$ cat config.mk
export PLATFORM = sky130hd
export DESIGN_NAME = pm_sci_top
export DESIGN_NICKNAME = d
export VERILOG_FILES = /design/src/rtl/sci_pkg.sv /design/src/rtl/sci_pm_timer.sv /design/src/rtl/sci_evt_status.sv /design/src/rtl/sci_evt_enable.sv /design/src/rtl/sci_level.sv /design/src/rtl/pm_sci_top.sv
export SDC_FILE = /design/constraint.sdc
export NUM_CORES = 1
export LEC_CHECK = 0
export CORE_MARGIN = 5
export CORE_UTILIZATION = 50
export DETAILED_ROUTE_END_ITERATION = 8
export PLACE_DENSITY = 0.79
export SETUP_SLACK_MARGIN = 0.2
export SYNTH_ARGS = -nofsm -noshare
export SYNTH_HDL_FRONTEND = slang
export SYNTH_SLANG_ARGS = --single-unit
$ cat constraint.sdc
create_clock -name clk -period 2.41 [get_ports clk]
set_input_delay 0.482 -clock clk [delete_from_list [all_inputs] [get_ports clk]]
set_output_delay 0.482 -clock clk [all_outputs]
set_load 0.01 [all_outputs]
$ cat src/rtl/sci_pkg.sv
package sci_pkg;

    localparam int REG_W   = 16;
    localparam int LANES   = REG_W / 8;

    localparam int BIT_TMR  = 0;
    localparam int BIT_GLBL = 5;
    localparam int BIT_PWR  = 8;
    localparam int BIT_RTC  = 10;

    typedef enum logic [1:0] {
        SEL_STS    = 2'd0,
        SEL_EN     = 2'd1,
        SEL_TMR_LO = 2'd2,
        SEL_TMR_HI = 2'd3
    } reg_sel_e;

    typedef struct packed {
        logic             wr;
        reg_sel_e         sel;
        logic [LANES-1:0] be;
        logic [REG_W-1:0] data;
    } reg_req_t;

    function automatic logic [REG_W-1:0] lane_mask(input logic [LANES-1:0] be);
        logic [REG_W-1:0] m;
        for (int i = 0; i < LANES; i++) begin
            m[i*8 +: 8] = {8{be[i]}};
        end
        return m;
    endfunction

    function automatic logic [REG_W-1:0] sci_sources();
        logic [REG_W-1:0] m;
        m = '0;
        m[BIT_TMR]  = 1'b1;
        m[BIT_GLBL] = 1'b1;
        m[BIT_PWR]  = 1'b1;
        m[BIT_RTC]  = 1'b1;
        return m;
    endfunction

endpackage

$ cat src/rtl/sci_pm_timer.sv
module sci_pm_timer #(
    parameter int TMR_W = 24
) (
    input  logic             clk,
    input  logic             rst,
    input  logic             tick,
    output logic [TMR_W-1:0] count,
    output logic             top_flip
);
    localparam int TOP = TMR_W - 1;

    logic [TMR_W-1:0] cnt_q;
    logic [TMR_W-1:0] cnt_nxt;

    assign cnt_nxt  = cnt_q + TMR_W'(1);
    assign top_flip = tick && (cnt_nxt[TOP] != cnt_q[TOP]);
    assign count    = cnt_q;

    always_ff @(posedge clk) begin
        if (rst) begin
            cnt_q <= '0;
        end else if (tick) begin
            cnt_q <= cnt_nxt;
        end
    end
endmodule

$ cat src/rtl/sci_evt_status.sv
module sci_evt_status
    import sci_pkg::*;
(
    input  logic             clk,
    input  logic             rst,
    input  reg_req_t         req,
    input  logic [REG_W-1:0] hw_set,
    output logic [REG_W-1:0] sts
);
    logic [REG_W-1:0] sts_q;
    logic [REG_W-1:0] clr_bits;
    logic             hit;

    assign hit = req.wr && (req.sel == SEL_STS);

    for (genvar g = 0; g < LANES; g++) begin : g_lane
        assign clr_bits[g*8 +: 8] = (hit && req.be[g]) ? req.data[g*8 +: 8] : 8'h00;
    end

    always_ff @(posedge clk) begin
        if (rst) begin
            sts_q <= '0;
        end else begin
            // a set from hardware outranks a clear from software
            sts_q <= (sts_q & ~clr_bits) | hw_set;
        end
    end

    assign sts = sts_q;
endmodule

$ cat src/rtl/sci_evt_enable.sv
module sci_evt_enable
    import sci_pkg::*;
(
    input  logic             clk,
    input  logic             rst,
    input  reg_req_t         req,
    output logic [REG_W-1:0] en
);
    logic [REG_W-1:0] en_q;
    logic [REG_W-1:0] keep;
    logic             hit;

    assign hit  = req.wr && (req.sel == SEL_EN);
    assign keep = hit ? ~lane_mask(req.be) : '1;

    always_ff @(posedge clk) begin
        if (rst) begin
            en_q <= '0;
        end else if (hit) begin
            en_q <= (en_q & keep) | (req.data & ~keep);
        end
    end

    assign en = en_q;
endmodule

$ cat src/rtl/sci_level.sv
module sci_level
    import sci_pkg::*;
(
    input  logic             clk,
    input  logic             rst,
    input  logic [REG_W-1:0] sts,
    input  logic [REG_W-1:0] en,
    output logic             sci
);
    localparam logic [REG_W-1:0] SRC = sci_sources();

    logic pending;
    logic sci_q;

    assign pending = |(sts & en & SRC);

    always_ff @(posedge clk) begin
        if (rst) begin
            sci_q <= 1'b0;
        end else begin
            sci_q <= pending;
        end
    end

    assign sci = sci_q;
endmodule

$ cat src/rtl/pm_sci_top.sv
module pm_sci_top
    import sci_pkg::*;
#(
    parameter int TMR_W = 24
) (
    input  logic        clk,
    input  logic        rst,
    input  logic        tmr_tick,
    input  logic        pwrbtn_evt,
    input  logic        rtc_evt,
    input  logic        glbl_evt,
    input  logic [15:0] aux_evt,
    input  logic        reg_wr,
    input  logic [1:0]  reg_addr,
    input  logic [1:0]  reg_be,
    input  logic [15:0] reg_wdata,
    output logic [15:0] reg_rdata,
    output logic        sci
);
    reg_req_t         req;
    logic [REG_W-1:0] sts_q;
    logic [REG_W-1:0] en_q;
    logic [REG_W-1:0] hw_set;
    logic [TMR_W-1:0] tmr_cnt;
    logic [31:0]      tmr_ext;
    logic             tmr_flip;
    logic             tmr_armed;

    assign req.wr   = reg_wr;
    assign req.sel  = reg_sel_e'(reg_addr);
    assign req.be   = reg_be;
    assign req.data = reg_wdata;

    sci_pm_timer #(.TMR_W(TMR_W)) u_timer (
        .clk      (clk),
        .rst      (rst),
        .tick     (tmr_tick),
        .count    (tmr_cnt),
        .top_flip (tmr_flip)
    );

    assign tmr_armed = en_q[BIT_TMR] && !sts_q[BIT_TMR];

    always_comb begin
        hw_set           = aux_evt;
        hw_set[BIT_TMR]  = aux_evt[BIT_TMR]  | (tmr_flip && tmr_armed);
        hw_set[BIT_GLBL] = aux_evt[BIT_GLBL] | glbl_evt;
        hw_set[BIT_PWR]  = aux_evt[BIT_PWR]  | pwrbtn_evt;
        hw_set[BIT_RTC]  = aux_evt[BIT_RTC]  | rtc_evt;
    end

    sci_evt_status u_status (
        .clk    (clk),
        .rst    (rst),
        .req    (req),
        .hw_set (hw_set),
        .sts    (sts_q)
    );

    sci_evt_enable u_enable (
        .clk (clk),
        .rst (rst),
        .req (req),
        .en  (en_q)
    );

    sci_level u_level (
        .clk (clk),
        .rst (rst),
        .sts (sts_q),
        .en  (en_q),
        .sci (sci)
    );

    assign tmr_ext = 32'(tmr_cnt);

    always_comb begin
        unique case (req.sel)
            SEL_STS:    reg_rdata = sts_q;
            SEL_EN:     reg_rdata = en_q;
            SEL_TMR_LO: reg_rdata = tmr_ext[15:0];
            SEL_TMR_HI: reg_rdata = tmr_ext[31:16];
            default:    reg_rdata = '0;
        endcase
    end
endmodule

==> run_results.csv, run 1 <==
group,metric,value,unit
pwr,swShare,22.2,%
synth,syn_area_per_cell,8.44,um2
synth,ys_seq_area_share,42.8,%
finish,nets,426,
clocking,insertion_delay,330,ps
place,placement.cell_area,3380,um2
die,coreArea,5140,um2
global_routing,top_usage_layer,"met2",
timing,rsz0062_at_grt,"false",
synth,synth_cell_types,39,
pwr,p_int,0.00169,W
place,place_inst,439,
drt,via_per_inst,5.55,
place,dp_hpwl,5.16,mm
clocking,cts_inserted_buffers,9,
clocking,cts_tree,"done",
finish,final_area,3620,um2
synth,async_flop_share,0,%
synth,synth_ff_type,"dfxtp_1",
timing,fin_skew,7.18,ps
finish,finalNonFillerCells,456,
setup_path,worstSetupPathType,"input pin to primary output",
drt,drt_first_pass_iters,5,
drt,drt-total-wl,7.27,mm
die,num_rows,26,
timing,finalHoldViolCount,0,
global_routing,grt_util_met2,37.0,%
setup_path,slowest_stage,"mux4_2",
setup_path,startpoint_type,"input pin",
setup_path,end_kind,"primary output",
setup_path,cpPeakStageDelay,480,ps
drt,num_vias,2530,
clocking,htreeDepth,3,
synth,synth_nets,360,
global_routing,first_global_vias,2509,
global_routing,grt_pass1_wl,12.2,mm
clocking,cts_sinks,57,
pwr,switchingPower,0.000482,W
setup_path,crit_fanout,6,
timing,min_period,2170,ps
die,die_w,83.0,um
setup_path,crit_arrival,1690,ps
job,drv_cap,0,
place,pre_cts_slack,-261,ps
synth,synth_edf_count,0,
place,place_congestion,0.882,
synth,yosys_warnings,0,
pwr,pwr-share-clk,43.7,%
pwr,power_density,600,nW/um2
finish,antenna_cells,0,
finish,drive_gt1_share,12.7,%
timing,maxSlewHeadroom,69.8,%
clocking,cts_root_buf,"clkbuf_8",
global_routing,grt_max_degree,37,
drt,wire_per_inst,16.0,um
pwr,power_frac_seq,45.7,%
drt,post-route-drc-count,0,
die,die_area,6900,um2
synth,ys_ff_latch,57,
drt,postRouteAntennaNets,0,
die,pin_count,60,
synth,syn_inst,316,
pwr,combPwrFrac,10.6,%
global_routing,grt_util_met1,25.6,%
die,initial_utilization,51.9,%
global_routing,grt-ovfl-total,0,
die,chipHeight,83.0,um
synth,syn_area,2670,um2
setup_path,rr_startpoint,"u_timer.count[5]",
timing,setup_viol,0,
timing,fmax,460,MHz
global_routing,antenna_found_initial,0,
pwr,leakage,1.32,nW
setup_path,required,1930,ps
clocking,cts_hold_buffers,0,
setup_path,worstPathCellList,"clkdlybuf4s15_2, bufbuf_16, mux4_2, clkdlybuf4s15_1",
timing,worst_pin_slew,454,ps
worst_hold_path,hold_class,"flip-flop to flip-flop",
global_routing,grt_use_met3,6.24,%
clocking,clk_pin_slew,60,ps
drt,drt_iter0_markers,200,
place,port_buffers,59,
setup_path,crit_start,"reg_addr[0]",
timing,period_share,90.2,%
pwr,peakVddDrop,0.000389,V
global_routing,track_usage,21.5,%
outcome,status,"completed",
timing,drv_slew,0,
timing,fin_ws,237,ps
finish,synthToLayoutAreaGrowth,35.7,%
clocking,cts_max_path_buffers,2,
through the flow:
| stage | utilization [%] | total power, W | hold WS [ps] | TNS [ps] |
|---|---|---|---|---|
| floorplan | - | 0.00111 | 432 | 0 |
| global placement | 65.7 | 0.00124 | 442 | -3170 |
| detailed placement | 65.7 | 0.00124 | 451 | -3370 |
| CTS | 70.6 | 0.00218 | 459 | 0 |
| global route | 70.4 | 0.00225 | 481 | 0 |
| finish | 70.4 | 0.00217 | 457 | 0 |
cell usage after synthesis (2+ instances only):
library cell	n	area (um2)
and3_1	3	18.8
or3_1	5	31.3
nand4_1	3	18.8
xnor2_1	7	61.3
a21oi_1	41	205
o31ai_1	3	22.5
xor2_1	5	43.8
nor3_1	4	20.0
dfxtp_1	57	1140
buf_1	2	7.51
or4_1	5	37.5
a22oi_1	2	15.0
buf_2	2	10.0
nor2b_1	3	18.8
clkbuf_1	13	48.8
o21ai_0	14	70.1
mux2i_1	9	90.1
nand3_1	11	55.1
nor2_1	29	109
inv_1	5	18.8
nor4bb_1	2	20.0
nand2_1	63	236
nor4_1	4	25.0
mux4_2	7	158
a211oi_1	3	22.5
final cells by class:
type	instances	area [um2]
Multi-Input combinational cell	236	1430
Inverter	5	18.8
Sequential cell	57	1140
Fill cell	432	1520
Tap cell	70	87.6
Clock inverter	2	35.0
Clock buffer	13	179
Timing Repair Buffer	73	729
critical path: cells and delay by family:
family,cells,cell delay (ps)
buffers and inverters,3,720
multiplexers,1,480
power by group through the flow:
stage	combinational, W	sequential [W]	clock [W]
6_report	0.000231	0.000993	0.000949
5_1_grt	0.000250	0.000996	0.00101
4_1_cts	0.000231	0.000992	0.000960
3_5_place_dp	0.000228	0.00101	0
3_3_place_gp	0.000224	0.00101	0
2_1_floorplan	0.0000998	0.00101	0
layer usage:
layer	routed length, um	up-vias
met5	0	-
met4	78	0
met3	441	9
met2	3650	86
met1	3110	1190
li1	-	1245
layout by cell type (no fill, tap or decap), drive strengths merged, types with 2 or more instances in the layout:
cell type,netlist,layout
nand2,63,63
dfxtp,57,57
a21oi,41,41
clkdlybuf4s50,0,40
nor2,29,29
clkbuf,13,15
o21ai,14,14
buf,5,14
nand3,11,11
mux2i,9,9
dlygate4sd2,0,9
mux4,8,8
xnor2,7,7
clkdlybuf4s15,0,7
or4,6,6
or3,5,5
inv,5,5
xor2,5,5
nand4,5,5
nor4,4,4
nor3,4,4
nor2b,3,3
and3,3,3
o31ai,3,3
a211oi,3,3
a22oi,2,2
nor4bb,2,2
path summary, 6_finish.rpt:
check             depth (start not counted)                 to  slack, ps
setup / recovery                          4       reg_rdata[7]        240
hold / removal                            2          flip-flop        460
setup reg to reg                          4  u_timer.count[23]        320
hold reg to reg                           2          flip-flop        460
cell families after synthesis:
group	count (synthesis)	share of synthesized area [%]
mux	18	10.7
flops	57	42.8
buf+inv	23	3.61
fa+ha+maj	1	0.469
xor+xnor	12	3.94
simple gates	141	25.6
compound gates	64	12.9
timing repair:
item	in CTS	in global routing
buffers inserted	1	0
endpoints found under the setup margin	16	6
resized for setup	33	8
gates cloned	1	0
No activity file was read; power rests on OpenSTA's default activity.
==> inputs of run 2 (changes only) <==
- CORE_MARGIN: 5 -> 2
==> run_results.csv, run 2 (same netlist as run 1, synthesis figures left out) <==
group,metric,value,unit
outcome,status,"completed",
pwr,leakage,1.31,nW
timing,period_share,89.9,%
timing,fmax,461,MHz
clocking,cts_sinks,57,
global_routing,grt_max_degree,35,
die,pin_count,60,
place,dp_hpwl,4.88,mm
die,initial_utilization,51.9,%
finish,final_area,3600,um2
drt,wl_met1,3.02,mm
timing,min_period,2170,ps
global_routing,track_usage,25.1,%
job,drv_cap,0,
drt,postRouteAntennaNets,0,
drt,dr_wl_met2,3.51,mm
finish,fill_cells,433,
finish,synthToLayoutAreaGrowth,35.0,%
drt,drt_first_pass_iters,4,
timing,worst_pin_slew,498,ps
drt,drt_iter0_markers,178,
setup_path,crit_arrival,1690,ps
drt,wire_per_inst,15.4,um
finish,regArea,1140,um2
drt,top_layer,"met4",
timing,drv_slew,0,
clocking,clk_pin_slew,70,ps
setup_path,startpoint_type,"input pin",
global_routing,grt_pass1_wl,11.8,mm
global_routing,first_global_vias,2463,
setup_path,worstPathCellList,"clkdlybuf4s15_2, bufbuf_16, mux4_2, clkdlybuf4s15_1",
setup_path,cpPeakStageDelay,480,ps
setup_path,slowest_stage,"mux4_2",
drt,met3_length,350,um
drt,num_vias,2516,
clocking,cts_tree,"done",
global_routing,antenna_found_initial,0,
place,placement.cell_area,3370,um2
place,port_buffers,59,
timing,fin_skew,8.47,ps
global_routing,grt-ovfl-total,0,
die,die_w,77.0,um
setup_path,worstSetupPathType,"input pin to primary output",
timing,maxSlewHeadroom,66.8,%
die,die_area,5940,um2
finish,layout_common_cells,"nand2_1, dfxtp_1, a21oi_1",
setup_path,crit_fanout,7,
pwr,power_density,605,nW/um2
die,num_rows,26,
clocking,insertion_delay,330,ps
finish,drive_gt1_share,11.2,%
timing,finalHoldViolCount,0,
setup_path,required,1930,ps
finish,final_common_cell,"nand2_1",
clocking,htreeDepth,3,
setup_path,end_kind,"primary output",
clocking,postCtsSetupRepairBufs,0,
finish,antenna_cells,0,
timing,rsz0062_at_grt,"true",
die,coreArea,5140,um2
clocking,cts_inserted_buffers,9,
finish,multi_input_area,1430,um2
finish,nets,424,
timing,setup_viol,0,
clocking,cts_max_path_buffers,2,
drt,post-route-drc-count,0,
drt,drt-total-wl,7.03,mm
pwr,peakVddDrop,0.000396,V
worst_hold_path,hold_class,"flip-flop to flip-flop",
die,chipHeight,77.0,um
drt,via_per_inst,5.53,
place,place_congestion,0.867,
clocking,cts_root_buf,"clkbuf_8",
timing,fin_setup_tns,0,ps
-- run 2: changes by cell type in the layout (fill, tap and decap cells not counted) --
cell             previous run  this run
buf_4                      10         7
buf_6                       1         2
bufinv_16                   1         2
clkbuf_1                    0         1
clkbuf_8                   13         9
clkdlybuf4s15_1             2         6
clkdlybuf4s15_2             5         1
clkinv_2                    1         3
clkinvlp_4                  0         1
o21ai_0                    10        14
o21ai_1                     4         0
-- run 2: timing repair --
item	4_1_cts	5_1_grt
endpoints found under the hold margin	0	0
gates cloned	1	0
hold buffers	0	0
setup endpoints to repair	16	7
gates resized for setup	22	12
-- run 2: where the power goes --
part | switching, W | total (W) | internal [W]
Sequential | 0.0000215 | 0.000993 | 0.000971
Combinational | 0.0000924 | 0.000227 | 0.000135
Clock | 0.000381 | 0.000958 | 0.000576
-- run 2: final timing paths --
check | start | slack, ps | depth (start not counted) | end
hold / removal | flip-flop | 460 | 2 | flip-flop
hold reg to reg | flip-flop | 460 | 2 | flip-flop
setup / recovery | reg_addr[0] | 240 | 4 | reg_rdata[7]
setup reg to reg | u_timer.count[4] | 360 | 4 | u_timer.count[23]
-- run 2: layout make-up --
class / instances / area share [%]
Multi-Input combinational cell: 236 / 39.7
Sequential cell: 57 / 31.7
Timing Repair Buffer: 71 / 19.8
Clock buffer: 10 / 3.54
Tap cell: 70 / 2.43
Clock inverter: 6 / 2.29
Inverter: 5 / 0.521
-- run 2: per-stage QoR --
step | worst slack [ps] | hold slack (ps) | std cells | utilization (%) | power, W
6_report | 243 | 456 | 455 | 70.1 | 0.00218
5_1_grt | 193 | 479 | 455 | 70.1 | 0.00226
4_1_cts | 174 | 457 | 455 | 70.0 | 0.00219
3_5_place_dp | -265 | 447 | 438 | 65.6 | 0.00124
3_3_place_gp | -260 | 443 | 438 | 65.6 | 0.00123
2_1_floorplan | 344 | 432 | 316 | - | 0.00111
-- run 2: critical path: cells and delay by family --
family | cells | cell delay, ps
mux | 1 | 480
buf+inv | 3 | 720
-- run 2: metal layers --
layer	global-route usage [%]	up-vias
li1	-	1242
met3	5.41	14
met2	42.6	79
met4	11.6	0
met5	0	-
met1	30.4	1181
==> inputs of run 3 (changes only) <==
- ABC_AREA: not set -> 1
- CORE_MARGIN: 2 -> 10
- CORE_UTILIZATION: 50 -> 40
- PLACE_DENSITY: 0.79 -> not set
==> run_results.csv, run 3 <==
group,metric,value,unit
global_routing,grt_util_met2,25.0,%
finish,fin_util,55.0,%
pwr,leakage,1.61,nW
synth,syn_area,2950,um2
global_routing,grt_pass1_wl,13.7,mm
timing,worst_pin_slew,360,ps
synth,synth_common_cells,"nand2_1, inv_1, dfxtp_1",
setup_path,ff2ff_setup_slack,900,ps
global_routing,top_usage_layer,"met2",
timing,maxSlewHeadroom,76.0,%
clocking,htreeDepth,3,
drt,drt_iter0_markers,115,
clocking,cts_root_buf,"clkbuf_8",
synth,synth.most_common_cell,"nand2_1",
drt,drt_first_pass_iters,4,
place,place_congestion,0.885,
drt,postRouteAntennaNets,0,
worst_hold_path,hold_class,"flip-flop to flip-flop",
global_routing,grt_util_met1,18.2,%
die,pin_count,60,
clocking,cts_sinks,57,
global_routing,grt_use_met3,5.85,%
pwr,power_density,576,nW/um2
pwr,swShare,23.5,%
die,die_area,11200,um2
pwr,combPwrFrac,11.4,%
synth,ys_ff_latch,57,
synth,yosys_warnings,0,
synth,synth_edf_count,0,
global_routing,track_usage,15.2,%
setup_path,crit_fanout,8,
timing,rsz0062_at_grt,"false",
pwr,totalPowerFinal,0.00229,W
drt,num_vias,2869,
global_routing,antenna_found_initial,0,
place,dp_hpwl,6.56,mm
global_routing,grt_max_degree,34,
finish,antenna_cells,0,
synth,yosysTopAreaCellShare,38.7,%
drt,post-route-drc-count,0,
pwr,switchingPower,0.000539,W
clocking,cts_inserted_buffers,9,
finish,nets,545,
setup_path,startpoint_type,"input pin",
setup_path,required,1930,ps
die,die_w,106,um
pwr,power_frac_seq,43.6,%
timing,setup_viol,0,
die,initial_utilization,40.9,%
drt,drt-total-wl,8.53,mm
synth,synth_cell_types,30,
pwr,p_int,0.00175,W
place,port_buffers,59,
finish,synthToLayoutAreaGrowth,34.6,%
synth,syn_inst,426,
setup_path,worstSetupPathType,"input pin to primary output",
worst_hold_path,hold_path_depth,2,
clocking,clk_pin_slew,60,ps
setup_path,rr_worst_depth,8,
finish,drive_gt1_share,14.2,%
finish,layout_common_cells,"nand2_1, inv_1, dfxtp_1",
drt,wire_per_inst,14.1,um
timing,fin_skew,6.60,ps
timing,finalHoldViolCount,0,
clocking,insertion_delay,340,ps
timing,fmax,473,MHz
setup_path,end_kind,"primary output",
synth,synth_area_leaders,"dfxtp_1, nand2_1, inv_1",
clocking,cts_tree,"done",
global_routing,first_global_vias,2819,
synth,syn_area_per_cell,6.93,um2
die,coreArea,7210,um2
setup_path,crit_arrival,1630,ps
synth,async_flop_share,0,%
synth,synth_ff_type,"dfxtp_1",
job,drv_cap,0,
pwr,pwr-share-clk,45.0,%
clocking,cts_max_path_buffers,2,
synth,ys_seq_area_share,38.7,%
die,chipHeight,106,um
outcome,status,"completed",
drt,via_per_inst,4.74,
pwr,peakVddDrop,0.000366,V
timing,drv_slew,0,
die,num_rows,31,
timing,period_share,87.7,%
synth,synth_nets,470,
timing,min_period,2110,ps
finish,final_common_cell,"nand2_1",
synth,synth_top_area_cell,"dfxtp_1",
global_routing,grt-ovfl-total,0,
==> run 3: cell types whose count changed after synthesis, moves of 6 or more <==
cell       previous run  this run
nand2_1              63        89
xnor2_1               7         0
inv_1                 5        71
o211ai_1              0         6
o21ai_0              14        30
clkbuf_1             13         4
o2111ai_1             0         6
nor3_1                4        12
mux2i_1               9         0
mux4_2                7         0
nor2_1               29        43
==> run 3: power groups by stage <==
stage / logic [W] / registers (W) / clock network [W]
3_3_place_gp: 0.000259 / 0.00102 / 0
2_1_floorplan: 0.000114 / 0.00101 / 0
3_5_place_dp: 0.000260 / 0.00102 / 0
4_1_cts: 0.000263 / 0.000996 / 0.00105
6_report: 0.000261 / 0.000997 / 0.00103
5_1_grt: 0.000288 / 0.00100 / 0.00108
==> run 3: area by class of cell <==
type | count | area (um2)
Clock inverter | 4 | 75.1
Timing Repair Buffer | 76 | 727
Tap cell | 99 | 124
Fill cell | 737 | 3240
Sequential cell | 57 | 1140
Inverter | 72 | 270
Multi-Input combinational cell | 285 | 1480
Clock buffer | 12 | 155
==> run 3: worst paths after layout <==
path | from | endpoint
hold / removal | flip-flop | flip-flop
setup / recovery | reg_addr[1] | reg_rdata[10]
hold reg to reg | flip-flop | flip-flop
setup reg to reg | u_timer.count[1] | u_timer.count[16]
==> run 3: timing repair <==
item | in CTS | in global routing
hold buffers | 0 | 0
setup endpoints to repair | 16 | 0
hold endpoints to repair | 0 | 0
setup buffers | 5 | 0
resized for setup | 51 | 0
==> run 3: through the flow <==
stage	hold slack [ps]	instance area, um2	std cells	setup slack, ps	setup TNS (ps)
finish	450	3970	605	296	0
detailed placement	438	3700	584	-259	-3450
floorplan	423	2950	426	827	0
global route	466	3970	605	225	0
CTS	448	3970	605	301	0
global placement	437	3700	584	-250	-3300
==> run 3: cells by family after synthesis <==
logic type | count (synthesis) | share of synthesized area [%]
AND/OR/NAND/NOR | 190 | 31.5
buffers and inverters | 84 | 11.5
flip-flops | 57 | 38.7
adder cells (fa/ha/maj) | 1 | 0.424
AO/OA/AOI/OAI | 94 | 17.9
==> run 3: critical path, cell delays in order <==
cell             delay (ps)
dlygate4sd2_1           280
buf_4                   170
nor2_8                  140
buf_6                   150
nand2_1                  50
o211ai_1                 90
clkdlybuf4s15_1         280
==> run 3: layer usage <==
metal	share of wire [%]	vias to the layer above	routed length [um]
met4	0.94	0	80
li1	-	1523	-
met3	7.1	10	605
met5	0	-	0
met1	46	1261	3890
met2	46	75	3950
